--- src/rtl/cadcCorrPkg.sv ---
package cadcCorrPkg;

  // strobes from control to datapath
  typedef struct packed {
    logic clear;   // start of conversion: zero words, load weight shifters
    logic take;    // accept the present decision
    logic upper;   // the accepted decision is one of the calibrated positions
  } convCtl_t;

  // 1.5-bit decision code to signed digit; the illegal code folds to +1
  function automatic logic signed [1:0] decodeDigit(input logic [1:0] code);
    case (code)
      2'b00:   return -2'sd1;
      2'b01:   return 2'sd0;
      default: return 2'sd1;
    endcase
  endfunction

endpackage

--- src/rtl/cadcCorrControl.sv ---
module cadcCorrControl
  import cadcCorrPkg::*;
#(
  parameter int NUM_PHASES = 16,
  parameter int NUM_CAL    = 6
) (
  input  logic     clk,
  input  logic     rst,
  input  logic     convStart,
  input  logic     cycleStrobe,
  output convCtl_t ctl,
  output logic     outValid
);
  localparam int PH_W = $clog2(NUM_PHASES);

  logic            busy;
  logic [PH_W-1:0] phase;
  logic            lastPhase;

  assign lastPhase = (phase == PH_W'(NUM_PHASES - 1));

  always_comb begin
    ctl.clear = convStart;
    ctl.take  = cycleStrobe && busy && !convStart;
    ctl.upper = (phase < PH_W'(NUM_CAL));
  end

  always_ff @(posedge clk) begin
    if (rst) begin
      busy     <= 1'b0;
      phase    <= '0;
      outValid <= 1'b0;
    end else begin
      outValid <= ctl.take && lastPhase;
      if (convStart) begin
        busy  <= 1'b1;
        phase <= '0;
      end else if (ctl.take) begin
        if (lastPhase) begin
          busy  <= 1'b0;
          phase <= '0;
        end else begin
          phase <= phase + PH_W'(1);
        end
      end
    end
  end

  // the completion flag never lasts beyond one cycle
  a_r5_valid_single: assert property (@(posedge clk) disable iff (rst)
    outValid |=> !outValid);

  // completion implies the conversion has closed
  a_r5_valid_idle: assert property (@(posedge clk) disable iff (rst)
    outValid |-> !busy);

  // a start always arms a fresh conversion at phase zero
  a_r7_start_arms: assert property (@(posedge clk) disable iff (rst)
    convStart |=> (busy && phase == '0));

endmodule

--- src/rtl/cadcCorrDatapath.sv ---
module cadcCorrDatapath
  import cadcCorrPkg::*;
#(
  parameter int NUM_PHASES = 16,
  parameter int NUM_CAL    = 6,
  parameter int CORR_W     = 16
) (
  input  logic                        clk,
  input  logic                        rst,
  input  convCtl_t                    ctl,
  input  logic [1:0]                  decision,
  input  logic [NUM_CAL*CORR_W-1:0]   posWeights,
  input  logic [NUM_CAL*CORR_W-1:0]   negWeights,
  output logic [NUM_PHASES+1:0]       rawWord,
  output logic [CORR_W+3:0]           corrWord,
  output logic                        codeFault
);
  localparam int RAW_W = NUM_PHASES + 2;
  localparam int LOW_W = NUM_PHASES - NUM_CAL + 2;
  localparam int COR_W = CORR_W + 4;
  localparam int BANK_W = NUM_CAL * CORR_W;

  logic [RAW_W-1:0]  rawAcc;
  logic [LOW_W-1:0]  lowAcc;
  logic [COR_W-1:0]  upSum;
  logic [BANK_W-1:0] posSh, negSh;
  logic              faultQ;

  logic signed [1:0] digit;
  logic [COR_W-1:0]  term;
  logic [COR_W-1:0]  posExt, negExt;

  always_comb begin
    digit  = decodeDigit(decision);
    posExt = {{(COR_W-CORR_W){1'b0}}, posSh[CORR_W-1:0]};
    negExt = {{(COR_W-CORR_W){1'b0}}, negSh[CORR_W-1:0]};
    if (digit == 2'sd1)       term = posExt;
    else if (digit == -2'sd1) term = ~negExt + COR_W'(1);
    else                      term = '0;
  end

  always_ff @(posedge clk) begin
    if (rst) begin
      rawAcc <= '0;
      lowAcc <= '0;
      upSum  <= '0;
      posSh  <= '0;
      negSh  <= '0;
      faultQ <= 1'b0;
    end else if (ctl.clear) begin
      rawAcc <= '0;
      lowAcc <= '0;
      upSum  <= '0;
      posSh  <= posWeights;
      negSh  <= negWeights;
      faultQ <= 1'b0;
    end else if (ctl.take) begin
      rawAcc <= {rawAcc[RAW_W-2:0], 1'b0} + {{(RAW_W-2){digit[1]}}, digit};
      if (ctl.upper) begin
        upSum <= upSum + term;
        posSh <= posSh >> CORR_W;
        negSh <= negSh >> CORR_W;
      end else begin
        lowAcc <= {lowAcc[LOW_W-2:0], 1'b0} + {{(LOW_W-2){digit[1]}}, digit};
      end
      if (decision == 2'b11) faultQ <= 1'b1;
    end
  end

  assign rawWord   = rawAcc;
  assign corrWord  = upSum + {{(COR_W-LOW_W){lowAcc[LOW_W-1]}}, lowAcc};
  assign codeFault = faultQ;

  // the illegal-code flag is cleared only by a start
  a_r8_fault_sticky: assert property (@(posedge clk) disable iff (rst)
    (faultQ && !ctl.clear) |=> faultQ);

  // a start empties all accumulators
  a_r7_clear_zeroes: assert property (@(posedge clk) disable iff (rst)
    ctl.clear |=> (rawAcc == '0 && lowAcc == '0 && upSum == '0));

  // without an accepted strobe or a start the words do not move
  a_r6_hold_idle: assert property (@(posedge clk) disable iff (rst)
    (!ctl.clear && !ctl.take) |=> ($stable(rawAcc) && $stable(lowAcc) && $stable(upSum)));

  // the weight banks only move on a start or an upper-bit decision
  a_r10_weights_frozen: assert property (@(posedge clk) disable iff (rst)
    (!ctl.clear && !(ctl.take && ctl.upper)) |=> ($stable(posSh) && $stable(negSh)));

endmodule

--- src/rtl/cadcJumpCorrector.sv ---
module cadcJumpCorrector
  import cadcCorrPkg::*;
#(
  parameter int NUM_PHASES = 16,
  parameter int NUM_CAL    = 6,
  parameter int CORR_W     = 16
) (
  input  logic                       clk,
  input  logic                       rst,
  input  logic                       convStart,
  input  logic                       cycleStrobe,
  input  logic [1:0]                 decision,
  input  logic [NUM_CAL*CORR_W-1:0]  posWeights,
  input  logic [NUM_CAL*CORR_W-1:0]  negWeights,
  output logic [NUM_PHASES+1:0]      rawWord,
  output logic [CORR_W+3:0]          corrWord,
  output logic                       outValid,
  output logic                       codeFault
);
  convCtl_t ctl;

  cadcCorrControl #(
    .NUM_PHASES(NUM_PHASES),
    .NUM_CAL(NUM_CAL)
  ) uCtl (
    .clk(clk),
    .rst(rst),
    .convStart(convStart),
    .cycleStrobe(cycleStrobe),
    .ctl(ctl),
    .outValid(outValid)
  );

  cadcCorrDatapath #(
    .NUM_PHASES(NUM_PHASES),
    .NUM_CAL(NUM_CAL),
    .CORR_W(CORR_W)
  ) uDp (
    .clk(clk),
    .rst(rst),
    .ctl(ctl),
    .decision(decision),
    .posWeights(posWeights),
    .negWeights(negWeights),
    .rawWord(rawWord),
    .corrWord(corrWord),
    .codeFault(codeFault)
  );

endmodule

--- config.mk ---
export PLATFORM = sky130hd
export DESIGN_NAME = cadcJumpCorrector
export DESIGN_NICKNAME = d
export VERILOG_FILES = /design/src/rtl/cadcCorrPkg.sv /design/src/rtl/cadcCorrControl.sv /design/src/rtl/cadcCorrDatapath.sv /design/src/rtl/cadcJumpCorrector.sv
export SDC_FILE = /design/constraint.sdc
export NUM_CORES = 1
export LEC_CHECK = 0
export BUFFER_PORTS_ARGS = -buffer_cell sky130_fd_sc_hd__clkbuf_2
export CORE_UTILIZATION = 35
export DETAILED_ROUTE_END_ITERATION = 10
export PLACE_DENSITY_LB_ADDON = 0.2
export SLEW_MARGIN = 20
export SYNTH_ARGS = -nofsm -noshare
export SYNTH_HDL_FRONTEND = slang
export SYNTH_SLANG_ARGS = --single-unit
--- constraint.sdc ---
create_clock -name clk -period 6.7 [get_ports clk]
set_input_delay 0.335 -clock clk [delete_from_list [all_inputs] [get_ports clk]]
set_output_delay 0.335 -clock clk [all_outputs]
set_load 0.02 [all_outputs]
==> run_results.csv, run 1 <==
group,metric,value,unit
clocking,cts_root_buffer,"clkbuf_16",
setup_path,arrival,4080,ps
floorplan,io_pins,238,
setup_path,path_delay_family,"compound AO/OA/AOI/OAI gates",
timing,setup_viol,0,
clocking,cts_resized,0,
placement,portBuffers,237,
cells_and_area,layout.cells.non_filler,2717,
min_path,hp-class,"in2reg",
clocking,cts_max_level,1,
clocking,cts_sinks,249,
timing,slew_headroom,26.6,%
synthesis,synth_seq_cells,249,
grt,grt_pass1_vias,12800,
timing,timing.final.hold_violations,0,
synthesis,synth_fp_nets,2168,
route,via_count,13700,
pwr,p_leak,7.22,nW
floorplan,die_w,198,um
placement,gp_congestion,0.898,
synthesis,synthTopCellsByArea,"dfxtp_1 (37%), a21oi_1 (16%), nand2_1 (12%)",
floorplan,core_area,0.0378,mm^2
synthesis,async_flop_share,0,%
cells_and_area,nets,2451,
grt,antenna_found_initial,4,
placement,place_inst,2535,
synthesis,yosys.area.top_type,"dfxtp_1",
clocking,cts_tree,"built",
timing,final.min_clock_period,3640,ps
setup_path,cp.buffers_inverters,0,
timing,rsz0062_at_grt,"no",
timing,skew,15.6,ps
timing,tns,0,ps
route,drt_iter0_markers,907,
clocking,clk_pin_slew,60,ps
grt,grt_max_degree,201,
floorplan,die_h,198,um
synthesis,synth.yosys.seq_area_share,37.0,%
synthesis,synthCells,1899,
cells_and_area,syn_to_final_growth,27.8,%
timing,finalCritPeriodShare,54.3,%
placement,hpwl,28300,um
route,dr.pass1.iters,5,
route,route.detailed.drc,0,
clocking,ctsHoldBuffers,126,
floorplan,initial_core_util,35.7,%
route,avgViaCountPerCell,5.05,
synthesis,synthTopCellsByCount,"a21oi_1 (425), nand2_1 (424), nor2_1 (275)",
grt,grt_overflow,0,
setup_path,required,7150,ps
synthesis,synth_flop_cell,"dfxtp_1",
timing,fmax,275,MHz
clocking,cts_buffers,30,
floorplan,fp-row-count,71,
pwr,powerDensity,215,mW/mm^2
setup_path,critical_path.cell_chain,"or4_4 > or2_2 > nor2_1 > xnor2_1 > a22o_1 > ha_1 > and3_1 > nand4_1 > o21ai_0 > o211ai_1 > a21o_1 > a32o_1",
setup_path,cp_max_fo,6,
synthesis,synthMostInstantiatedCell,"a21oi_1",
synthesis,syn_avg_cell_area,7.10,um^2
setup_path,cpMaxStageDelayCell,"or4_4",
grt,grt_use_total,20.7,%
synthesis,ys_types,65,
cells_and_area,drive_above_1_share,14.0,%
setup_path,path_class,"reg2reg",
pwr,ir_worst_vdd,182,uV
clocking,cts_max_path_buffers,3,
synthesis,synth_edf_count,0,
route,ant_nets,0,
clocking,cts_setup_buffers,0,
run_status,status,"finished, final reports clean",
flow_run,drv_cap,0,
timing,slew_viol_final,0,
timing,worstMarginPinSlew,1100,ps
setup_path,crit_path_max_incr_delay,560,ps
route,wl_per_cell,15.3,um
synthesis,synth_top_area_share,37.0,%
floorplan,dieArea,0.0393,mm^2
clocking,clock_latency,560,ps
setup_path,start_kind,"flop",
synthesis,yosys_warnings,0,
grt,grt_pass1_wl,66200,um
route,totalWireLength,41500,um
setup_path,endpoint_kind,"flop",
synthesis,syn_area,0.0135,mm^2
==> sequential cells by signal, summed over array words and instances (netlist names) <==
name           cells
uDp.negSh         96
uCtl.outValid      1
uCtl.phase         4
uDp.posSh         96
uDp.upSum         20
uDp.rawWord       18
uDp.codeFault      1
uCtl.busy          1
uDp.lowAcc        12
==> worst register-to-register path, cell delays in order, from the launching register on <==
cell,delay (ps)
dfxtp_1,340
or4_4,560
or2_2,330
nor2_1,150
xnor2_1,80
a22o_1,210
ha_1,390
and3_1,220
nand4_1,90
o21ai_0,480
o211ai_1,220
a21o_1,210
a32o_1,240
==> where the power goes <==
group          switching (mW)  internal [mW]
combinational           0.280          0.220
clock                   0.647          0.967
sequential             0.0486           1.55
==> layout by cell type (no fill, tap or decap), drive strengths merged, types with 4 or more instances in the layout <==
cell	netlist	layout
a211oi	9	9
a21o	25	25
a21oi	426	426
a22o	13	13
a31oi	8	8
a32o	5	5
and2	6	6
and3	5	5
buf	9	12
clkbuf	113	282
dfxtp	249	249
diode	0	4
dlygate4sd3	0	126
fa	4	4
ha	67	67
inv	18	18
mux2i	7	7
nand2	424	424
nand2b	10	10
nand3	12	12
nand4	5	5
nor2	275	275
nor2b	8	8
nor3	15	15
o211ai	6	6
o21a	7	7
o21ai	41	41
o21bai	4	4
o22ai	7	7
or2	4	4
or3	9	9
or4	7	7
xnor2	43	43
xor2	19	19
==> through the flow <==
step	hold WS (ps)	utilization (%)	worst slack [ps]	instance area, um^2	total power [mW]
global placement	455	39.7	3170	15000	2.06
CTS	0.474	45.6	3090	17200	3.76
finish	16.0	45.7	3060	17200	3.71
detailed placement	470	39.7	3100	15000	2.07
floorplan	450	-	3070	13500	1.92
global route	5.97	45.7	2800	17200	3.89
==> routing by layer <==
metal  global-route usage [%]  share of wire (%)  vias to the layer above
met5                        0              0.026                        -
li1                         -                  -                     7068
met3                     3.66                4.7                       49
met4                     4.39                1.5                        2
met2                     34.3                 46                      284
met1                     27.9                 47                     6317
==> logic make-up after synthesis <==
family / Yosys count / synth area share (%)
AND/OR/NAND/NOR: 789 / 23.7
AO/OA/AOI/OAI: 580 / 24.0
flip-flops: 249 / 37.0
buffers and inverters: 140 / 3.92
adder cells (fa/ha/maj): 71 / 6.81
XOR/XNOR: 62 / 4.03
multiplexers: 8 / 0.603
==> path summary, 6_finish.rpt <==
check | start | to | slack [ps] | depth (start not counted)
setup / recovery | uDp.negSh[0]$_SDFFE_PP0P_ | uDp.upSum[18]$_SDFFE_PP0P_ | 3060 | 12
hold / removal | negWeights[63] | uDp.negSh[63]$_SDFFE_PP0P_ | 20 | 3
setup reg to reg | uDp.negSh[0]$_SDFFE_PP0P_ | uDp.upSum[18]$_SDFFE_PP0P_ | 3060 | 12
hold reg to reg | uDp.codeFault$_SDFFE_PP0P_ | uDp.codeFault$_SDFFE_PP0P_ | 470 | 2
==> layout make-up <==
class,instances,area (um^2)
diodes,4,10.0
clock buffers,47,916
clock inverters,5,60.1
fillers,3833,20500
inverters,18,67.6
multi-input cells,1510,8000
flip-flops and latches,249,4980
well taps,511,639
repair buffers,373,2560
(Power assumes the default switching activity.)
==> run 2, diff against run 1 <==
- ABC_AREA: not set -> 1
- clock period: 6.7 -> 3.6 ns (I/O delays scaled with it)
==> run_results.csv, run 2 <==
group,metric,value,unit
run_status,status,"finished, final reports clean",
setup_path,cpMaxStageDelayCell,"fa_1",
clocking,cts_resized,0,
floorplan,io_pins,238,
grt,antenna_found_initial,5,
cells_and_area,top_regs,"uDp.negSh: 96 flops, uDp.posSh: 96 flops, uDp.upSum: 20 flops",
route,totalWireLength,45600,um
grt,grt_overflow,0,
route,drt_iter0_markers,997,
synthesis,syn_area,0.0141,mm^2
cells_and_area,regArea,0.00498,mm^2
clocking,cts_sinks,249,
setup_path,crit_path_max_incr_delay,410,ps
setup_path,cp.depth,12,
grt,grt_use_total,21.8,%
route,avgViaCountPerCell,4.98,
synthesis,yosys_warnings,0,
synthesis,synthMostInstantiatedCell,"nand2_1",
setup_path,worstReg2RegEnd,"uDp.upSum[15]$_SDFFE_PP0P_",
cells_and_area,syn_to_final_growth,30.8,%
synthesis,yosys.area.top_type,"dfxtp_1",
route,route.detailed.drc,0,
clocking,ctsHoldBuffers,189,
setup_path,critical_path.cell_chain,"ha_1 > inv_1 > fa_1 > nand3b_1 > nand2_1 > a21boi_0 > o21ai_0 > nand3_1 > nand2_1 > nand2_1 > nand2_1 > clkbuf_2",
timing,setup_viol,0,
route,ant_nets,0,
synthesis,ys_types,44,
cells_and_area,final_cell_mix,"nand2_1 (555), inv_1 (258), dfxtp_1 (249), clkbuf_2 (235), dlygate4sd3_1 (189)",
timing,tns,0,ps
synthesis,synthTopCellsByCount,"nand2_1 (555), inv_1 (258), dfxtp_1 (249)",
cells_and_area,layout_commonest_cell,"nand2_1",
floorplan,die_w,203,um
timing,holdWs,35.7,ps
flow_run,drv_cap,0,
timing,slew_headroom,34.4,%
clocking,cts_buffers,29,
grt,grt_pass1_wl,73000,um
setup_path,path_class,"reg2out",
floorplan,initial_core_util,35.5,%
setup_path,start_kind,"flop",
clocking,cts_root_buffer,"clkbuf_16",
grt,grt_max_degree,82,
setup_path,path_delay_family,"simple AND/OR/NAND/NOR gates",
setup_path,cp.buffers_inverters,2,
timing,final.min_clock_period,3090,ps
setup_path,arrival,2910,ps
cells_and_area,nets,2693,
synthesis,synthCells,2055,
synthesis,synth_top_area_share,35.3,%
setup_path,reg2reg_slack,680,ps
floorplan,dieArea,0.0412,mm^2
setup_path,endpoint_kind,"output pin",
setup_path,crit_end,"corrWord[16]",
setup_path,cp_max_fo,4,
placement,hpwl,31600,um
timing,rsz0062_at_grt,"no",
pwr,p_leak,8.57,nW
route,via_count,14800,
setup_path,required,3420,ps
setup_path,r2r-start,"uDp.negSh[0]$_SDFFE_PP0P_",
setup_path,crit_top_cell,"nand2_1",
cells_and_area,final_core_util,46.4,%
grt,grt_pass1_vias,13900,
timing,timing.final.hold_violations,0,
timing,skew,15.1,ps
route,dr.pass1.iters,5,
timing,finalCritPeriodShare,85.9,%
timing,worstMarginPinSlew,982,ps
synthesis,synth_fp_nets,2324,
synthesis,synth.yosys.seq_area_share,35.3,%
clocking,cts_tree,"built",
floorplan,die_h,203,um
synthesis,synth_seq_cells,249,
pwr,ir_worst_vdd,341,uV
placement,gp_congestion,0.946,
cells_and_area,multiInputGateArea,0.00765,mm^2
clocking,cts_max_path_buffers,3,
synthesis,syn_avg_cell_area,6.88,um^2
synthesis,async_flop_share,0,%
setup_path,rr_worst_depth,19,
placement,portBuffers,237,
clocking,cts_max_level,1,
synthesis,synthTopCellsByArea,"dfxtp_1 (35%), nand2_1 (15%), inv_1 (6.9%)",
cells_and_area,nFillCells,4181,
timing,slew_viol_final,0,
floorplan,fp-row-count,73,
clocking,clk_pin_slew,60,ps
min_path,hp-class,"in2reg",
pwr,powerDensity,382,mW/mm^2
floorplan,core_area,0.0398,mm^2
clocking,clock_latency,560,ps
cells_and_area,drive_above_1_share,13.7,%
synthesis,synth_edf_count,0,
synthesis,synth_flop_cell,"dfxtp_1",
timing,fmax,323,MHz
route,wl_per_cell,15.3,um
clocking,cts_setup_buffers,0,
setup_path,crit_start,"uDp.upSum[0]$_SDFFE_PP0P_",
[run 2: cell count changes after synthesis, moves of 21 or more]
cell	before	now
clkbuf_1	112	54
inv_1	18	258
nor2_1	275	185
a221oi_1	0	49
xnor2_1	43	12
a21o_1	25	4
a31oi_1	8	86
buf_2	2	30
a21oi_1	425	124
o21ai_0	39	130
nand2_1	424	555
nand3_1	12	92
[run 2: cell families after synthesis]
logic type      synth area share (%)
flops                           35.3
buf+inv                         10.7
fa+ha+maj                       6.50
simple gates                    25.1
xor+xnor                        2.35
compound gates                  20.1
[run 2: final cells by class]
| class | instances | share of cell area (%) |
|---|---|---|
| Clock buffer | 45 | 4.90 |
| Multi-Input combinational cell | 1440 | 41.4 |
| Sequential cell | 249 | 27.0 |
| Inverter | 266 | 5.43 |
| Antenna cell | 4 | 0.0541 |
| Clock inverter | 8 | 0.406 |
| Tap cell | 525 | 3.55 |
| Timing Repair Buffer | 438 | 17.3 |
[run 2: per-layer routing]
metal / vias to the layer above / track usage, % / wire [um]
li1: 7544 / - / -
met1: 6784 / 29.3 / 21400
met2: 400 / 35.4 / 20700
met3: 81 / 3.18 / 2130
met4: 2 / 7.73 / 1490
met5: - / 0 / 13
[run 2: per-stage QoR]
step / instances / power, mW / cell area (um^2) / setup slack (ps)
after floorplan: 2055 / 3.64 / 14100 / 983
after global placement: 2729 / 3.94 / 15600 / 774
after detailed placement: 2729 / 3.95 / 15600 / 711
after CTS: 2971 / 7.14 / 18500 / 498
after global routing: 2975 / 7.42 / 18500 / 256
final: 2975 / 7.07 / 18500 / 506
[run 2: worst min path at each step]
stage / from / endpoint / slack, ps / cells past startpoint
5_1_grt: posWeights[64] / uDp.posSh[64]$_SDFFE_PP0P_ / 40 / 3
4_1_cts: posWeights[66] / uDp.posSh[66]$_SDFFE_PP0P_ / 9 / 3
2_1_floorplan: negWeights[80] / uDp.negSh[80]$_SDFFE_PP0P_ / 330 / 2
6_report: posWeights[73] / uDp.posSh[73]$_SDFFE_PP0P_ / 40 / 3
3_5_place_dp: negWeights[86] / uDp.negSh[86]$_SDFFE_PP0P_ / 420 / 3
3_3_place_gp: negWeights[84] / uDp.negSh[84]$_SDFFE_PP0P_ / 420 / 3
[run 2: worst register-to-register path, cell delays in order, from the launching register on]
cell and delay, ps:
dfxtp_1 310, inv_1 100, ha_1 210, nand3_1 160, nor3_1 290, nand4_1 170, nand2_1 130, o21ai_0 100
ha_1 350, nand2_1 130, nor2_1 160, inv_1 50, nor2_1 120, nand2_1 90, nand3_1 130, nand2_1 80
nand3_1 70, nand3_1 80, nand2_1 70, inv_1 30
[run 2: where the power goes]
part           leakage (nW)  internal (mW)  switching [mW]
combinational          6.03          0.462           0.616
clock                 0.487           1.79            1.21
sequential             2.05           2.91          0.0735
total                  8.57           5.17            1.90
==> run 3, diff against run 2 <==
- GPL_TIMING_DRIVEN: not set -> 0
==> run_results.csv, run 3 (synthesized netlist as in run 2, its figures left out) <==
group,metric,value,unit
setup_path,r2r-start,"uDp.negSh[0]$_SDFFE_PP0P_",
floorplan,io_pins,238,
setup_path,path_class,"in2reg",
clocking,cts_sinks,249,
timing,skew,39.3,ps
clocking,cts_buffers,30,
pwr,powerDensity,384,mW/mm^2
setup_path,arrival,3700,ps
grt,grt_overflow,0,
setup_path,cp_max_fo,37,
cells_and_area,drive_above_1_share,14.3,%
timing,slew_viol_final,0,
grt,grt_pass1_vias,14100,
floorplan,initial_core_util,35.5,%
grt,grt_max_degree,38,
pwr,p_leak,8.74,nW
route,dr.pass1.iters,5,
cells_and_area,layout_commonest_cell,"nand2_1",
timing,setup_viol,0,
timing,holdWs,38.0,ps
clocking,clk_pin_slew,60,ps
timing,rsz0062_at_grt,"no",
placement,hpwl,36900,um
cells_and_area,syn_to_final_growth,33.1,%
route,via_count,14800,
floorplan,die_h,203,um
pwr,p_total,7.22,mW
setup_path,start_kind,"input pin",
setup_path,reg2reg_slack,570,ps
pwr,ir_worst_vdd,360,uV
min_path,hp-class,"in2reg",
route,wl_per_cell,15.7,um
grt,grt_pass1_wl,75400,um
min_path,min_from,"posWeights[17]",
clocking,cts_max_path_buffers,3,
setup_path,crit_path_max_incr_delay,780,ps
timing,worstMarginPinSlew,844,ps
run_status,status,"finished, final reports clean",
clocking,cts_setup_buffers,0,
clocking,ctsHoldBuffers,183,
floorplan,fp-row-count,73,
clocking,cts_max_level,1,
setup_path,crit_top_cell,"nand3_1",
clocking,cts_tree,"built",
timing,slew_headroom,43.7,%
route,totalWireLength,47900,um
setup_path,worstReg2RegEnd,"uDp.upSum[15]$_SDFFE_PP0P_",
timing,final.min_clock_period,3230,ps
route,route.detailed.drc,0,
setup_path,critical_path.cell_chain,"buf_2 > nor2_2 > buf_2 > a21boi_0 > fa_1 > inv_1 > nand3_1 > nand3_1 > nand2_1 > nand2_1 > nand3_1 > nand3_1 > nand3_1 > nand2_1 > inv_1",
flow_run,drv_cap,0,
setup_path,required,4070,ps
route,drt_iter0_markers,706,
setup_path,rr_worst_depth,19,
timing,timing.final.hold_violations,0,
setup_path,cpMaxStageDelayCell,"buf_2",
cells_and_area,top_regs,"uDp.negSh: 96 flops, uDp.posSh: 96 flops, uDp.upSum: 20 flops",
min_path,hold_path_end,"uDp.posSh[17]$_SDFFE_PP0P_",
cells_and_area,nets,2773,
cells_and_area,final_cell_mix,"nand2_1 (555), inv_1 (258), dfxtp_1 (249), clkbuf_2 (234), nor2_1 (185)",
timing,fmax,310,MHz
min_path,hold_depth,3,
floorplan,dieArea,0.0412,mm^2
clocking,cts_root_buffer,"clkbuf_16",
timing,finalCritPeriodShare,89.7,%
grt,antenna_found_initial,3,
floorplan,die_w,203,um
grt,grt_use_total,23.0,%
clocking,cts_resized,0,
route,ant_nets,0,
cells_and_area,nFillCells,4118,
clocking,clock_latency,590,ps
route,avgViaCountPerCell,4.85,
floorplan,core_area,0.0398,mm^2
setup_path,endpoint_kind,"flop",
placement,portBuffers,234,
placement,gp_congestion,0.914,
-- run 3: cell types whose count changed in the layout (fill, tap and decap cells not counted), moves of 2 or more --
| cell | previous run | this run |
|---|---|---|
| dlygate4sd3_1 | 189 | 183 |
| bufinv_16 | 1 | 3 |
| buf_6 | 1 | 11 |
| buf_4 | 11 | 3 |
| buf_1 | 0 | 2 |
| diode_2 | 4 | 2 |
| clkbuf_1 | 4 | 58 |
| buf_12 | 2 | 0 |
| buf_2 | 0 | 30 |
| clkinvlp_4 | 1 | 4 |
| clkbuf_8 | 12 | 5 |
-- run 3: layout make-up --
cell class              instances  area (um^2)  share of cell area, %
multi-input cells            1440         7640                   40.6
flip-flops and latches        249         4980                   26.5
repair buffers                417         3000                   16.0
inverters                     266         1000                   5.33
clock buffers                  39          835                   4.44
well taps                     525          657                   3.49
plain buffers                 100          507                   2.69
clock inverters                14          180                  0.958
diodes                          2         5.00                 0.0266
-- run 3: layer usage --
metal / share of wire, % / global-route usage (%)
met1: 46 / 30.0
met2: 47 / 39.7
met3: 4.5 / 3.03
met4: 2.1 / 5.99
met5: 0.027 / 0
-- run 3: power by group --
group          switching, mW  total (mW)  internal, mW  leakage (nW)
sequential            0.0706        2.98          2.91          2.05
combinational          0.645        1.13         0.481          6.20
clock                   1.27        3.11          1.85         0.488
total                   1.98        7.22          5.24          8.74
-- run 3: worst max path at each step --
stage	startpoint	endpoint	depth (start not counted)
floorplan	decision[1]	uDp.upSum[16]$_SDFFE_PP0P_	15
global placement	decision[1]	uDp.upSum[16]$_SDFFE_PP0P_	15
detailed placement	decision[1]	uDp.upSum[16]$_SDFFE_PP0P_	15
CTS	decision[1]	uDp.upSum[16]$_SDFFE_PP0P_	15
global route	uDp.negSh[0]$_SDFFE_PP0P_	uDp.upSum[15]$_SDFFE_PP0P_	19
finish	decision[1]	uDp.upSum[16]$_SDFFE_PP0P_	15
-- run 3: worst max-delay path: cells and delay by family --
kind            cells  cell delay [ps]
simple gates        9             1340
compound gates      1              440
buf+inv             4             1130
fa+ha+maj           1              560
-- run 3: per-stage QoR --
stage	setup slack, ps	setup TNS (ps)	utilization (%)	instance area (um^2)	instances
floorplan	983	0	-	14100	2055
global placement	-190	-417	40.1	16000	2814
detailed placement	-223	-618	40.1	16000	2814
CTS	369	0	47.2	18800	3050
global route	184	0	47.3	18800	3052
finish	371	0	47.3	18800	3052
